$ cat config.mk
export PLATFORM = sky130hd
export DESIGN_NAME = mcellBank
export DESIGN_NICKNAME = d
export VERILOG_FILES = /design/src/rtl/mcellPkg.sv /design/src/rtl/mcellCtrl.sv /design/src/rtl/mcellData.sv /design/src/rtl/mcellBank.sv
export SDC_FILE = /design/constraint.sdc
export NUM_CORES = 1
export LEC_CHECK = 0
export ABC_AREA = 1
export CORE_MARGIN = 3
export CORE_UTILIZATION = 30
export CTS_CLUSTER_SIZE = 20
export DETAILED_ROUTE_END_ITERATION = 10
export PLACE_DENSITY = 0.81
export SETUP_SLACK_MARGIN = 0.05
export SYNTH_ARGS = -nofsm -noshare
export SYNTH_HDL_FRONTEND = slang
export SYNTH_SLANG_ARGS = --single-unit
$ cat constraint.sdc
create_clock -name clk -period 3.4 [get_ports clk]
set_input_delay 0.34 -clock clk [delete_from_list [all_inputs] [get_ports clk]]
set_output_delay 0.34 -clock clk [all_outputs]
set_load 0.05 [all_outputs]
$ cat src/rtl/mcellPkg.sv
package mcellPkg;
  // Decoded bus access, shared by control and datapath
  typedef struct packed {
    logic       load;    // one-cycle commit pulse (write only)
    logic       hit;     // address falls in a mapped group
    logic       isMask;  // mask location rather than data location
    logic [7:0] group;   // group index
  } ctrlStrb_t;
endpackage

$ cat src/rtl/mcellCtrl.sv
module mcellCtrl
  import mcellPkg::*;
#(
  parameter int ADDR_W   = 3,
  parameter int N_GROUPS = 2
) (
  input  logic              clk,
  input  logic              rstN,
  input  logic [ADDR_W-1:0] busAddr,
  input  logic              busWrN,
  output ctrlStrb_t         wrStrb,
  output ctrlStrb_t         rdStrb
);
  localparam int GIDX_W = ADDR_W - 1;

  logic       wrNPrev;
  logic [7:0] grpIdx;
  logic       grpHit;

  always_ff @(posedge clk or negedge rstN) begin
    if (!rstN) wrNPrev <= 1'b1;
    else       wrNPrev <= busWrN;
  end

  assign grpIdx = 8'(busAddr[ADDR_W-1:1]);
  assign grpHit = (grpIdx < 8'(N_GROUPS)) && (GIDX_W <= 8);

  always_comb begin
    rdStrb.load   = 1'b0;
    rdStrb.hit    = grpHit;
    rdStrb.isMask = busAddr[0];
    rdStrb.group  = grpIdx;
    wrStrb        = rdStrb;
    wrStrb.load   = !wrNPrev && busWrN;
  end
endmodule

$ cat src/rtl/mcellData.sv
module mcellData
  import mcellPkg::*;
#(
  parameter int N_GROUPS = 2,
  parameter int GRP_W    = 8
) (
  input  logic                      clk,
  input  logic                      rstN,
  input  ctrlStrb_t                 wrStrb,
  input  ctrlStrb_t                 rdStrb,
  input  logic [GRP_W-1:0]          busWrData,
  input  logic [N_GROUPS*GRP_W-1:0] mcD,
  input  logic [N_GROUPS*GRP_W-1:0] mcClkEn,
  input  logic [N_GROUPS*GRP_W-1:0] mcPre,
  input  logic [N_GROUPS*GRP_W-1:0] mcClr,
  input  logic [N_GROUPS*GRP_W-1:0] oeTerm,
  input  logic [N_GROUPS*GRP_W-1:0] dirBit,
  output logic [N_GROUPS*GRP_W-1:0] mcQ,
  output logic [N_GROUPS*GRP_W-1:0] pinOe,
  output logic [N_GROUPS*GRP_W-1:0] maskFlat,
  output logic [GRP_W-1:0]          busRdData
);
  localparam int NB = N_GROUPS * GRP_W;

  logic [NB-1:0] qReg;
  logic [NB-1:0] maskReg;

  for (genvar g = 0; g < N_GROUPS; g++) begin : gGroup
    logic dataSel;
    logic maskSel;
    assign dataSel = wrStrb.load && wrStrb.hit && !wrStrb.isMask && (wrStrb.group == 8'(g));
    assign maskSel = wrStrb.load && wrStrb.hit &&  wrStrb.isMask && (wrStrb.group == 8'(g));

    always_ff @(posedge clk or negedge rstN) begin
      if (!rstN)        maskReg[g*GRP_W +: GRP_W] <= '0;
      else if (maskSel) maskReg[g*GRP_W +: GRP_W] <= busWrData;
    end

    for (genvar b = 0; b < GRP_W; b++) begin : gBit
      localparam int IDX = g * GRP_W + b;
      logic hostHit;
      assign hostHit = dataSel && !maskReg[IDX];

      always_ff @(posedge clk or negedge rstN) begin
        if (!rstN)              qReg[IDX] <= 1'b0;
        else if (hostHit)       qReg[IDX] <= busWrData[b];
        else if (mcClr[IDX])    qReg[IDX] <= 1'b0;
        else if (mcPre[IDX])    qReg[IDX] <= 1'b1;
        else if (mcClkEn[IDX])  qReg[IDX] <= mcD[IDX];
      end
    end
  end

  always_comb begin
    busRdData = '0;
    for (int g = 0; g < N_GROUPS; g++) begin
      if (rdStrb.hit && rdStrb.group == 8'(g))
        busRdData = rdStrb.isMask ? maskReg[g*GRP_W +: GRP_W] : qReg[g*GRP_W +: GRP_W];
    end
  end

  assign mcQ      = qReg;
  assign maskFlat = maskReg;
  assign pinOe    = oeTerm | dirBit;
endmodule

$ cat src/rtl/mcellBank.sv
module mcellBank
  import mcellPkg::*;
#(
  parameter int N_GROUPS = 2,
  parameter int GRP_W    = 8,
  parameter int ADDR_W   = 3
) (
  input  logic                      clk,
  input  logic                      rstN,
  input  logic [ADDR_W-1:0]         busAddr,
  input  logic [GRP_W-1:0]          busWrData,
  input  logic                      busWrN,
  output logic [GRP_W-1:0]          busRdData,
  input  logic [N_GROUPS*GRP_W-1:0] mcD,
  input  logic [N_GROUPS*GRP_W-1:0] mcClkEn,
  input  logic [N_GROUPS*GRP_W-1:0] mcPre,
  input  logic [N_GROUPS*GRP_W-1:0] mcClr,
  input  logic [N_GROUPS*GRP_W-1:0] oeTerm,
  input  logic [N_GROUPS*GRP_W-1:0] dirBit,
  output logic [N_GROUPS*GRP_W-1:0] mcQ,
  output logic [N_GROUPS*GRP_W-1:0] pinOe
);
  ctrlStrb_t                 wrStrb;
  ctrlStrb_t                 rdStrb;
  logic [N_GROUPS*GRP_W-1:0] maskFlat;
  logic                      ldPulse;

  mcellCtrl #(.ADDR_W(ADDR_W), .N_GROUPS(N_GROUPS)) ctrl (
    .clk(clk), .rstN(rstN), .busAddr(busAddr), .busWrN(busWrN),
    .wrStrb(wrStrb), .rdStrb(rdStrb)
  );

  mcellData #(.N_GROUPS(N_GROUPS), .GRP_W(GRP_W)) dp (
    .clk(clk), .rstN(rstN), .wrStrb(wrStrb), .rdStrb(rdStrb),
    .busWrData(busWrData), .mcD(mcD), .mcClkEn(mcClkEn), .mcPre(mcPre),
    .mcClr(mcClr), .oeTerm(oeTerm), .dirBit(dirBit), .mcQ(mcQ),
    .pinOe(pinOe), .maskFlat(maskFlat), .busRdData(busRdData)
  );

  assign ldPulse = wrStrb.load;
endmodule

# Word-level counts from Yosys, hierarchy flattened

Index checks and enable logic that the tools add are counted.

Order comparisons: 1
Equality and inequality tests: 1
Muxes and demuxes: 68
Bitwise gates (word level): 1
Reduce and logical (&&, ||, !) cells: 61

Operator list:

| kind                                          | count |
|---|---|
| 2-to-1 mux 1 bit                              | 64 |
| nonzero test 4 bit                            | 16 |
| 2-to-1 mux 8 bit                              | 4 |
| logical AND 1 bit                             | 26 |
| logical NOT 1 bit                             | 18 |
| OR 16 bit                                     | 1 |
| logical NOT 8 bit                             | 1 |
| == test 2 x 1 -> 1 bit, second input constant | 1 |
| < comparator 2 bit, second input constant     | 1 |

Register bits after elaboration: 33
Input port bits: 110
Output and inout bits: 40
Word-level logic and storage cells: 151

# Depth between registers and ports, before layout

Depth in word-level cells: 7
Gate-level depth with buffers: 7
Depth with buffers taken out: 6

# Modules after synthesis

Synthesis repeated with hierarchy kept, for this count alone.

Cell total of the unflattened synthesis: 352
Area, all modules: 2527.4 um^2

By module, submodules not included:

| module    | times used | cells each | area an instance (um^2) | sequential area each (um^2) |
|---|---|---|---|---|
| mcellData | 1          | 326        | 2326.0                  | 800.8 |
| mcellCtrl | 1          | 26         | 201.4                   | 26.3 |

# Worst setup path before layout

OpenSTA, ideal clock, no wires.

Path kind: input to output
Start point: input port busAddr[1]
End point: output port busRdData[0]
Arrival: 1.758 ns
Slack: 1.302 ns
Stages: 5
Path through: inv_1 -> buf_2 -> or2_2 -> clkbuf_1 -> o22ai_1

Word-level cells in the longest chain between the ends: 4

RTL lines:

| element                                                        | RTL line                         | source |
|---|---|---|
| start, declared                                                | mcellBank.sv:10                  | `input logic [ADDR_W-1:0] busAddr,` |
| < comparator 2 bit / logical NOT 8 bit (equally long branches) | mcellCtrl.sv:26, mcellData.sv:57 |  |
| logical AND 1 bit                                              | mcellData.sv:57                  | `if (rdStrb.hit && rdStrb.group == 8'(g))` |
| 2-to-1 mux 8 bit                                               | mcellData.sv:57                  |  |
| 2-to-1 mux 8 bit *                                             | mcellData.sv:57                  |  |
| end, declared                                                  | mcellBank.sv:13                  | `output logic [GRP_W-1:0] busRdData,` |

Mark *: on every way between the ends. The rest lies on a longest branch, timed or not.

# Worst setup path after layout

Start point: input port busAddr[1]
End point: output port busRdData[3]

Same word-level chain as after synthesis.

==> run metrics <==
status=complete, no violations; clk buf depth=2; IO Count=150; Starting Density=31.2%; CTS Buf Count=5; register area share after synthesis=38.7%; Synth cell types=16; CTS Sinks=33; Worst Skew=0.00304 ns; DRT Pass-1 Iters=4; CP Max Fanout=12; Synth Area per Inst=6.39 µm²; DR vias=2,618; Syn-to-layout area delta=81.6%; setup_tns=0 ns; number of remaining DRC errors=0; Nets=590; crit path from=busAddr[1]; Tot GR Track Use=17.4%; global route overflow=0; Rel. slew slack=49.8%; Die Ht=90.4 µm; Die W=90.4 µm; CTS clk-pin slew, worst paths=0.07 ns; worst slew pin tran=0.753 ns; post_cts resized=0; type of the worst setup path=in2out; drt wl/cell=12.5 µm; HPWL after detailed placement=5.83 mm; fraction of final layout cells sized beyond drive strength 1=7.90%; Detailed Route Iter0 Violations=132; Yosys reg bits=33; CTS tree=built; multi-input logic area=0.00113 mm²; placed cell count=569; syn_nets=444; WHS=0.122 ns; Top FF cell, synth=dfrtp_1; Hold-fix buffers, CTS=0; Post-Layout Cell Count=577; Layout Utilization=56.7%; Die ar.=0.00816 mm²; ant diodes=0; R2R Setup Slk=1.72 ns; fill count=623; P per Cell Area=341 mW/mm²; post-route clock period utilization=75.9%; most frequent cells in the layout=clkdlybuf4s50_1 (140), nand2_1 (96), nor2_1 (82); final worst path period need=2.58 ns; asr flop ratio synth=100%; Buffers on Ports=149; final count of negative-setup-slack endpoints=0; Min-Delay Path Class=in2async; htree depth=2; routability cong.=0.770; Core Box Area=0.00683 mm²; CTS Root Cell=clkbuf_8; top post-synthesis cells by area=dfrtp_1 (38%), nand2_1 (17%), nor2_1 (14%); Max Fclk=388 MHz; crit end category=primary output; Synth top area share=37.5%; postcts setup bufs=0; crit start category=primary input; Clock Latency Late Sink=0.28 ns; WL final=7.23 mm; number of global-route vias before repair=2,490; Reg area=827 µm²; Static Leak=1.83 nW; commonest non-fill, non-tap cell in the layout=clkdlybuf4s50_1; Synth Instances=334; Max Cap Viol=0; synthesized area=0.00213 mm²; Data required, critical path=3.06 ns; ANT nets after route=0; vias per inst=4.54; first-pass GRT wire length=11.7 mm; initial antenna violation count=0; Max VDD drop=0.000263 V; dominant cell type by area after synthesis=dfrtp_1; Place WS=0.874 ns; R2R Path Start=ctrl.wrNPrev$_DFF_PN1_; Worst Setup EP=busRdData[3]; CP arrival=2.24 ns; unrepaired setup endpoints after global routing=no; r2r endpoint=dp.maskFlat[4]$_DFFE_PN0P_; Synth Warn #=0; Max Slew Vio Count=0; Reg2Reg Depth=4; Final WS setup=0.820 ns; Post-synth EDFFs=0; largest net degree at the start of global routing=44; Fin. Hold Viols=0; row cnt=30
[worst max-delay path: stages]
cell	delay (ns)
clkdlybuf4s50_1	0.70
inv_1	0.26
or2_2	0.44
o22ai_1	0.31
buf_12	0.18
[synth_stat cells, types with 2 or more instances]
cell	instances
inv_1	33
nand4_1	18
nand2_1	96
nand3_1	2
clkbuf_1	6
o21ai_0	24
buf_2	4
a21oi_1	8
o22ai_1	8
dfrtp_1	32
nor2_1	82
or2_2	17
[flip-flops by register name, indices dropped and copies added, names as in the netlist]
name	cells
ctrl.wrNPrev	1
dp.maskFlat	16
dp.mcQ	16
[layout make-up]
cell class	count	share of cell area, %
Sequential cell	33	21.3
Clock inverter	1	0.129
Multi-Input combinational cell	256	29.1
Inverter	34	3.29
Tap cell	96	3.10
Timing Repair Buffer	150	40.6
Clock buffer	7	2.49
[through the flow]
| step | total power (W) | instance area [µm²] |
|---|---|---|
| 4_1_cts | 0.00134 | 3880 |
| 5_1_grt | 0.00140 | 3880 |
| 6_report | 0.00132 | 3880 |
| 3_5_place_dp | 0.00101 | 3770 |
| 3_3_place_gp | 0.000998 | 3770 |
| 2_1_floorplan | 0.000741 | 2130 |
[how the worst min path moves through the flow]
stage,startpoint,end,slack [ns]
floorplan,rstN,dp.maskFlat[0]$_DFFE_PN0P_,0.04
global placement,rstN,dp.maskFlat[4]$_DFFE_PN0P_,0.44
detailed placement,rstN,dp.maskFlat[4]$_DFFE_PN0P_,0.45
CTS,rstN,dp.maskFlat[11]$_DFFE_PN0P_,0.13
global route,rstN,dp.maskFlat[11]$_DFFE_PN0P_,0.17
finish,rstN,dp.maskFlat[11]$_DFFE_PN0P_,0.12
[cells by family (layout without fill, tap and decap cells)]
kind of cell	after synthesis	in the layout	synth area share (%)
buffers and inverters	45	192	8.50
AND/OR/NAND/NOR	216	216	42.9
AO/OA/AOI/OAI	40	40	9.85
flip-flops	33	33	38.7
[metal layers]
layer	global-route usage (%)	wire (µm)	vias to the layer above
met2	30.7	3540	111
met1	20.6	2980	1151
met4	4.72	96	0
met5	0	0	-
li1	-	-	1344
met3	5.17	607	12
[power breakdown]
group          leakage, nW  total [W]  switching (W)  internal [W]
clock network       0.0542   0.000322       0.000140      0.000183
registers            0.412   0.000497      0.0000491      0.000448
logic                 1.36   0.000501       0.000262      0.000239
total                 1.83    0.00132       0.000451      0.000870
No activity file was read; power rests on OpenSTA's default activity.
